[config.mk]
export PLATFORM = sky130hd
export DESIGN_NAME = tdp_ram_bytepar
export DESIGN_NICKNAME = d
export VERILOG_FILES = /design/src/rtl/tdp_pkg.sv /design/src/rtl/tdp_lane_store.sv /design/src/rtl/tdp_port_out.sv /design/src/rtl/tdp_ram_bytepar.sv
export SDC_FILE = /design/constraint.sdc
export NUM_CORES = 2
export LEC_CHECK = 0
export BUFFER_PORTS_ARGS = -buffer_cell sky130_fd_sc_hd__buf_2
export CAP_MARGIN = 20
export CELL_PAD_IN_SITES_DETAIL_PLACEMENT = 1
export CELL_PAD_IN_SITES_GLOBAL_PLACEMENT = 1
export CORE_AREA = 2 2 249 434
export CTS_CLUSTER_DIAMETER = 100
export DETAILED_ROUTE_END_ITERATION = 12
export DIE_AREA = 0 0 251 436
export GPL_ROUTABILITY_DRIVEN = 0
export PLACE_DENSITY = 0.75
export SYNTH_ARGS = -nofsm -noshare
export SYNTH_HDL_FRONTEND = slang
export SYNTH_SLANG_ARGS = --single-unit
[constraint.sdc]
create_clock -name clk -period 2.5 [get_ports clk]
set_input_delay 0.125 -clock clk [delete_from_list [all_inputs] [get_ports clk]]
set_output_delay 0.125 -clock clk [all_outputs]
set_load 0.01 [all_outputs]
[src/rtl/tdp_pkg.sv]
// Package: shared constants and types for the two-port byte-lane RAM.
// Assumes 8 data bits plus 1 parity bit per lane.
package tdp_pkg;
    localparam int unsigned DATA_BITS = 8;
    localparam int unsigned LANE_W    = DATA_BITS + 1;

    // Result a reading port shows when the other port writes its address.
    typedef enum logic {
        COLL_OLD_DATA = 1'b0,
        COLL_UNDEF    = 1'b1
    } coll_mode_e;
endpackage

[src/rtl/tdp_lane_store.sv]
// Module: storage for one 9-bit lane of every word, with two write ports
// and two read ports. Reads are combinational from registered addresses.
// Each port also captures the word at its input address before that edge's
// write. Assumes the caller has already applied the write priority.
module tdp_lane_store #(
    parameter int unsigned ADDR_W = 4,
    parameter int unsigned WIDTH  = tdp_pkg::LANE_W
) (
    input  logic              clk,
    input  logic              a_wen,
    input  logic [ADDR_W-1:0] a_waddr,
    input  logic [WIDTH-1:0]  a_wlane,
    input  logic              b_wen,
    input  logic [ADDR_W-1:0] b_waddr,
    input  logic [WIDTH-1:0]  b_wlane,
    input  logic [ADDR_W-1:0] a_raddr,
    input  logic [ADDR_W-1:0] b_raddr,
    output logic [WIDTH-1:0]  a_now,
    output logic [WIDTH-1:0]  b_now,
    output logic [WIDTH-1:0]  a_prev,
    output logic [WIDTH-1:0]  b_prev
);
    localparam int unsigned DEPTH = 1 << ADDR_W;

    logic [WIDTH-1:0] cells [DEPTH];

    // Purpose: apply lane writes; A is written last so it wins any overlap.
    always_ff @(posedge clk) begin
        if (b_wen) cells[b_waddr] <= b_wlane;
        if (a_wen) cells[a_waddr] <= a_wlane;
    end

    // Purpose: keep the pre-write contents at each port's captured address.
    always_ff @(posedge clk) begin
        a_prev <= cells[a_waddr];
        b_prev <= cells[b_waddr];
    end

    assign a_now = cells[a_raddr];
    assign b_now = cells[b_raddr];
endmodule

[src/rtl/tdp_port_out.sv]
// Module: read path of one port. Selects between the live array word and the
// collision result, then either drives it directly or through an output
// register that resets to zero. Assumes coll is already registered.
module tdp_port_out #(
    parameter int unsigned       WIDTH     = 36,
    parameter bit                OUT_REG   = 1'b1,
    parameter tdp_pkg::coll_mode_e COLL_MODE = tdp_pkg::COLL_OLD_DATA
) (
    input  logic             clk,
    input  logic             rst_n,
    input  logic [WIDTH-1:0] arr_word,
    input  logic [WIDTH-1:0] prev_word,
    input  logic             coll,
    output logic [WIDTH-1:0] rdata
);
    logic [WIDTH-1:0] coll_word;
    logic [WIDTH-1:0] pick;

    generate
        if (COLL_MODE == tdp_pkg::COLL_OLD_DATA) begin : g_old
            assign coll_word = prev_word;
        end else begin : g_undef
            logic [WIDTH-1:0] unused_prev;
            assign unused_prev = prev_word;
            assign coll_word   = {WIDTH{1'bx}};
        end
    endgenerate

    // Purpose: choose the collision result or the live array word.
    always_comb begin
        pick = coll ? coll_word : arr_word;
    end

    generate
        if (OUT_REG) begin : g_reg
            logic [WIDTH-1:0] q;
            // Purpose: optional output register, cleared by reset.
            always_ff @(posedge clk) begin
                if (!rst_n) q <= '0;
                else        q <= pick;
            end
            assign rdata = q;
        end else begin : g_comb
            assign rdata = pick;
        end
    endgenerate
endmodule

[src/rtl/tdp_ram_bytepar.sv]
// Module: true dual-port RAM on one clock. Words are built from 9-bit lanes
// (8 data + 1 parity) with per-lane write enables. Inputs act only on the
// rising edge. Port A wins a same-address double write. Assumes rst_n is
// synchronous and active low; reset does not clear the array.
module tdp_ram_bytepar #(
    parameter int unsigned         ADDR_W    = 4,
    parameter int unsigned         LANES     = 4,
    parameter bit                  OUT_REG   = 1'b1,
    parameter tdp_pkg::coll_mode_e COLL_MODE = tdp_pkg::COLL_OLD_DATA
) (
    input  logic                             clk,
    input  logic                             rst_n,
    input  logic [ADDR_W-1:0]                a_addr,
    input  logic [LANES*tdp_pkg::LANE_W-1:0] a_wdata,
    input  logic                             a_we,
    input  logic [LANES-1:0]                 a_ben,
    output logic [LANES*tdp_pkg::LANE_W-1:0] a_rdata,
    input  logic [ADDR_W-1:0]                b_addr,
    input  logic [LANES*tdp_pkg::LANE_W-1:0] b_wdata,
    input  logic                             b_we,
    input  logic [LANES-1:0]                 b_ben,
    output logic [LANES*tdp_pkg::LANE_W-1:0] b_rdata
);
    localparam int unsigned LW = tdp_pkg::LANE_W;
    localparam int unsigned W  = LANES * LW;

    logic              same_addr;
    logic              b_wr_ok;
    logic              a_coll_d, b_coll_d;
    logic              a_coll_q, b_coll_q;
    logic [ADDR_W-1:0] a_addr_q, b_addr_q;
    logic [W-1:0]      a_arr, b_arr, a_old, b_old;

    // Purpose: decide write priority and collision status from raw inputs.
    always_comb begin
        same_addr = (a_addr == b_addr);
        b_wr_ok   = b_we && !(a_we && same_addr);
        a_coll_d  = b_we && !a_we && same_addr;
        b_coll_d  = a_we && !b_we && same_addr;
    end

    // Purpose: capture read addresses and collision flags on the edge.
    always_ff @(posedge clk) begin
        if (!rst_n) begin
            a_addr_q <= '0;
            b_addr_q <= '0;
            a_coll_q <= 1'b0;
            b_coll_q <= 1'b0;
        end else begin
            a_addr_q <= a_addr;
            b_addr_q <= b_addr;
            a_coll_q <= a_coll_d;
            b_coll_q <= b_coll_d;
        end
    end

    generate
        for (genvar l = 0; l < LANES; l++) begin : g_lane
            tdp_lane_store #(
                .ADDR_W (ADDR_W),
                .WIDTH  (LW)
            ) u_lane (
                .clk     (clk),
                .a_wen   (a_we && a_ben[l]),
                .a_waddr (a_addr),
                .a_wlane (a_wdata[l*LW +: LW]),
                .b_wen   (b_wr_ok && b_ben[l]),
                .b_waddr (b_addr),
                .b_wlane (b_wdata[l*LW +: LW]),
                .a_raddr (a_addr_q),
                .b_raddr (b_addr_q),
                .a_now   (a_arr[l*LW +: LW]),
                .b_now   (b_arr[l*LW +: LW]),
                .a_prev  (a_old[l*LW +: LW]),
                .b_prev  (b_old[l*LW +: LW])
            );
        end
    endgenerate

    tdp_port_out #(
        .WIDTH     (W),
        .OUT_REG   (OUT_REG),
        .COLL_MODE (COLL_MODE)
    ) u_out_a (
        .clk       (clk),
        .rst_n     (rst_n),
        .arr_word  (a_arr),
        .prev_word (a_old),
        .coll      (a_coll_q),
        .rdata     (a_rdata)
    );

    tdp_port_out #(
        .WIDTH     (W),
        .OUT_REG   (OUT_REG),
        .COLL_MODE (COLL_MODE)
    ) u_out_b (
        .clk       (clk),
        .rst_n     (rst_n),
        .arr_word  (b_arr),
        .prev_word (b_old),
        .coll      (b_coll_q),
        .rdata     (b_rdata)
    );
endmodule

=== Word level (Yosys, flattened, before mapping) ===
Memories as Yosys holds them, arrays and structs flattened. A register that Yosys moved wholly into a read port is not among the register bits.
Index checks and enable logic that the tools add are counted.

* Memory bits (writable): 576
* Bits of input ports: 92
* Flip-flop bits (word level): 74
* Word-level logic and storage cells: 52
* Memories kept: 4

* Reduce and logical (&&, ||, !) cells: 17
* Equality and inequality tests: 1
* Muxes and demuxes: 26

{| class="wikitable"
|+ Memories
! name !! words !! bits a word !! rd ports !! clocked after memory_dff !! write ports !! RTL line !! text
|-
| g_lane[0].u_lane.cells || 16 || 9 || 4 || 4 || 2 || tdp_lane_store.sv:25 || <nowiki>logic [WIDTH-1:0] cells [DEPTH];</nowiki>
|-
| g_lane[1].u_lane.cells || 16 || 9 || 4 || 4 || 2 || tdp_lane_store.sv:25 ||
|-
| g_lane[2].u_lane.cells || 16 || 9 || 4 || 4 || 2 || tdp_lane_store.sv:25 ||
|-
| g_lane[3].u_lane.cells || 16 || 9 || 4 || 4 || 2 || tdp_lane_store.sv:25 ||
|}

{| class="wikitable"
|+ Operators by type and width
! cell !! count
|-
| 36-bit 2-to-1 mux || 2
|-
| 4-bit 2-to-1 mux || 8
|-
| 1-bit 2-to-1 mux || 16
|-
| 1-bit logical AND || 14
|-
| 4-bit equality test || 1
|-
| 1-bit zero test || 3
|}

=== Logic depth before layout (Yosys ltp) ===
* Depth after elaboration: 7
* Depth in mapped cells: 7
* Mapped depth without buffers: 4

=== Cells and area by module ===
Synthesis repeated with hierarchy kept, for this count alone.

* Cells, all modules: 3048
* Area total of the unflattened synthesis: 46991.3 um^2

{| class="wikitable"
|+ By module, submodules not included
! module !! cells an instance !! area each (um^2) !! instances
|-
| tdp_lane_store || 695 || 10955.5 || 4
|-
| tdp_port_out || 115 || 1388.8 || 2
|-
| tdp_ram_bytepar || 38 || 391.6 || 1
|}

=== Least setup slack after synthesis ===
OpenSTA, ideal clock, no wires.

* Path type: input to register
* Start point: input b_addr[1]
* End point: memory g_lane[2].u_lane.cells[6][0] (netlist bit) (enable)
* Data arrival time: 1.854 ns
* Path buffers: 3
* Cell stages on the path: 6
* Setup slack: 0.259 ns
* Setup time: 0.387 ns
* Required time: 2.113 ns
* Cells stage by stage: buf_2 > buf_2 > buf_1 > nor2b_1 > nand2_1 > o21ai_0

{| class="wikitable"
|+ RTL lines
! item !! RTL line !! text
|-
| start: declaration || tdp_ram_bytepar.sv:18 || <nowiki>input logic [ADDR_W-1:0] b_addr,</nowiki>
|-
| end: declaration || tdp_lane_store.sv:25 ||
|}

==> impl_metrics.tcl <==
set metrics [dict create \
    cts_tree "done" \
    worstPathRequired_ps 2940 \
    instances_no_fill 5190 \
    num_rows 158 \
    ant_nets 0 \
    grt_overflow 0 \
    clock_power_share_pct 39.2 \
    finClkSkew_ps 24.4 \
    arrival_ps 2930 \
    syn_nets 3597 \
    ys_warn_count 0 \
    grt_max_degree 110 \
    post-place-cells 4944 \
    p_comb_share_pct 15.4 \
    place_hpwl_mm 119 \
    synth_seq_area_share_pct 43.1 \
    syn_area_um2 47300 \
    start_kind "input port" \
    power_leakage_nw 18.7 \
    p_sw_w 0.00824 \
    post_cts_buffers 0 \
    rsz0062_at_grt "no" \
    status "finished, final reports clean" \
    numCtsBuffers 74 \
    grt_pass1_wl_mm 269 \
    dr.pass1.iters 7 \
    clock-sinks 730 \
    criticalPathCategory "in2reg" \
    worst_skew_pair.late_latency_ps 690 \
    antenna_found_initial 10 \
    core_um2 106000 \
    fin_tns_setup_ps 0 \
    min_period_over_period_pct 99.7 \
    ys_types 39 \
    ys_seq_elements 730 \
    wl_per_cell_um 36.1 \
    io_buffers 163 \
    io_pins 164 \
    postSynth.asyncResetShare_pct 0 \
    clk_pin_slew_worst_paths_ps 70 \
    slew_headroom_pct 23.9 \
    dieWidth_um 251 \
    utilization_pct 51.3 \
    die_area_um2 109000 \
    grt_pass1_vias 38942 \
    wl_mm 188 \
    vias_per_cell 7.03 \
    cp_max_fo 10 \
    n_fill_cell 10534 \
    grtUsageTotal_pct 33.9 \
    p_total_w 0.0308 \
    pwr-share-seq_pct 45.4 \
    fmax_mhz 401 \
    drt_iter0_drc 3801 \
    hold_path_class "in2reg" \
    num_vias 36465 \
    drc 0 \
    final_nets 3853 \
    synth-edff-count 576 \
    synth_top_area_share_pct 36.6 \
    finalMaxSlewViolations 0 \
    drive_above_1_share_pct 35.2 \
    synthFlopType "edfxtp_1" \
    syn_area_per_cell_um2 13.5 \
    area.growth.synth_to_final_pct 14.9 \
    cap_violations 0 \
    tightest_slew_ps 1140 \
    endpoint_kind "flop" \
    min_period_ps 2490 \
    die_y_um 436 \
    vdd.ir_drop.worst_mv 0.526 \
    final_area_um2 54400 \
    dpl_cell_area_um2 50800 \
    start_util_pct 44.7 \
    htreeDepth 3 \
    internal_power_w 0.0226 \
    power_density_nw_per_um2 567 \
    synthCells 3505 \
    yosys.area.top_type "edfxtp_1" \
    cts_root_buffer "clkbuf_16" \
    max-clock-path-buffers 3 \
    synth_common_cells "edfxtp_1, mux2i_1, mux2_2" \
    report.final.hold_viol_count 0 \
    setup_viol 0 \
    swShare_pct 26.7 \
    ys_top_cells_by_area "edfxtp_1, mux4_2, mux2i_1, mux2_2, dfxtp_1" \
]
[per-layer routing]
metal | GRT usage (%) | vias to the layer above | routed length (um)
li1 | - | 14540 | -
met1 | 38.5 | 18678 | 64500
met2 | 56.6 | 2412 | 91700
met3 | 6.47 | 825 | 15900
met4 | 25.1 | 10 | 15400
met5 | 0 | - | 65
[flip-flops by register name, indices dropped and copies added (netlist names), named ones only]
register / count
u_out_b.rdata: 36
g_lane.u_lane.cells: 576
g_lane.u_lane.a_prev: 36
u_out_a.rdata: 36
g_lane.u_lane.b_prev: 36
b_coll_q: 1
a_coll_q: 1
[final timing paths]
check / depth (start not counted) / slack, ps / start / to
worst max register to register: 5 / 460 / flop / u_out_b.rdata[2]
worst min-delay path: 3 / 70 / b_addr[3] / g_lane[3].u_lane.b_prev[0]
worst max-delay path: 8 / 8 / a_we / g_lane[0].u_lane.cells[15][6]
worst min register to register: 2 / 430 / g_lane[1].u_lane.a_prev[3] / u_out_a.rdata[12]
[critical path, stage by stage]
cell and delay [ps]:
dlygate4sd3_1 520, buf_2 290, buf_4 210, nand2_1 330, nor2_2 210, buf_4 310, mux2_1 360, dlygate4sd3_1 560
[layout make-up]
cell class | count | area, um^2 | area share (%)
clock inverter | 42 | 528 | 0.971
multi-input combinational | 2444 | 25500 | 46.9
timing repair buffer | 509 | 4190 | 7.71
antenna | 8 | 20.0 | 0.0368
tap | 1360 | 1700 | 3.13
sequential | 730 | 20400 | 37.5
clock buffer | 95 | 2020 | 3.72
inverter | 2 | 7.51 | 0.0138
[cells in the final DEF, fill, tap and decap left out, drive strengths merged]
| cell type | Yosys | layout |
|---|---|---|
| mux2i | 576 | 576 |
| edfxtp | 576 | 576 |
| mux2 | 576 | 576 |
| buf | 138 | 410 |
| mux4 | 360 | 360 |
| nand3 | 259 | 259 |
| nand2 | 235 | 235 |
| dfxtp | 154 | 154 |
| a22oi | 144 | 144 |
| a21oi | 144 | 144 |
| dlygate4sd3 | 0 | 99 |
| clkbuf | 191 | 95 |
| o21ai | 36 | 36 |
| nor2 | 30 | 30 |
| o22ai | 24 | 24 |
| clkinv | 0 | 20 |
| and2 | 17 | 17 |
| nor2b | 12 | 12 |
| bufinv | 0 | 10 |
| inv | 2 | 9 |
| diode | 0 | 8 |
| clkinvlp | 0 | 5 |
| nor3 | 5 | 5 |
| nand4 | 5 | 5 |
| xnor2 | 4 | 4 |
| o211ai | 4 | 4 |
| o21bai | 4 | 4 |
| nand2b | 3 | 3 |
| or3b | 2 | 2 |
| nand3b | 2 | 2 |
| or2 | 1 | 1 |
| nor3b | 1 | 1 |
[through the flow]
stage                     setup slack, ps  hold WS, ps
final                                7.64         72.3
after global routing                 13.1         78.3
after floorplan                       259          202
after CTS                             102         23.6
after detailed placement              190          416
after global placement                235          411
[power by group through the flow]
stage	clock [W]	sequential [W]	combinational [W]
2_1_floorplan	0	0.0141	0.00293
3_3_place_gp	0	0.0142	0.00435
3_5_place_dp	0	0.0142	0.00448
4_1_cts	0.0122	0.0140	0.00465
5_1_grt	0.0126	0.0140	0.00494
6_report	0.0121	0.0140	0.00474
[what timing repair did]
action	in CTS	in global routing
endpoints found under the setup margin	0	13
gates resized for setup	0	3
hold endpoints to repair	555	0
hold buffers	99	0
[cells by family after synthesis]
group                     Yosys count  synth area share (%)
muxes                            1512                  43.0
buffers and inverters             331                  3.20
DFF                               730                  43.1
AOI/OAI and AO/OA                 356                  4.68
and+or+nand+nor                   572                  5.95
xor gates and xnor gates            4                0.0740
Note: power is estimated with default switching activity, not from simulation.
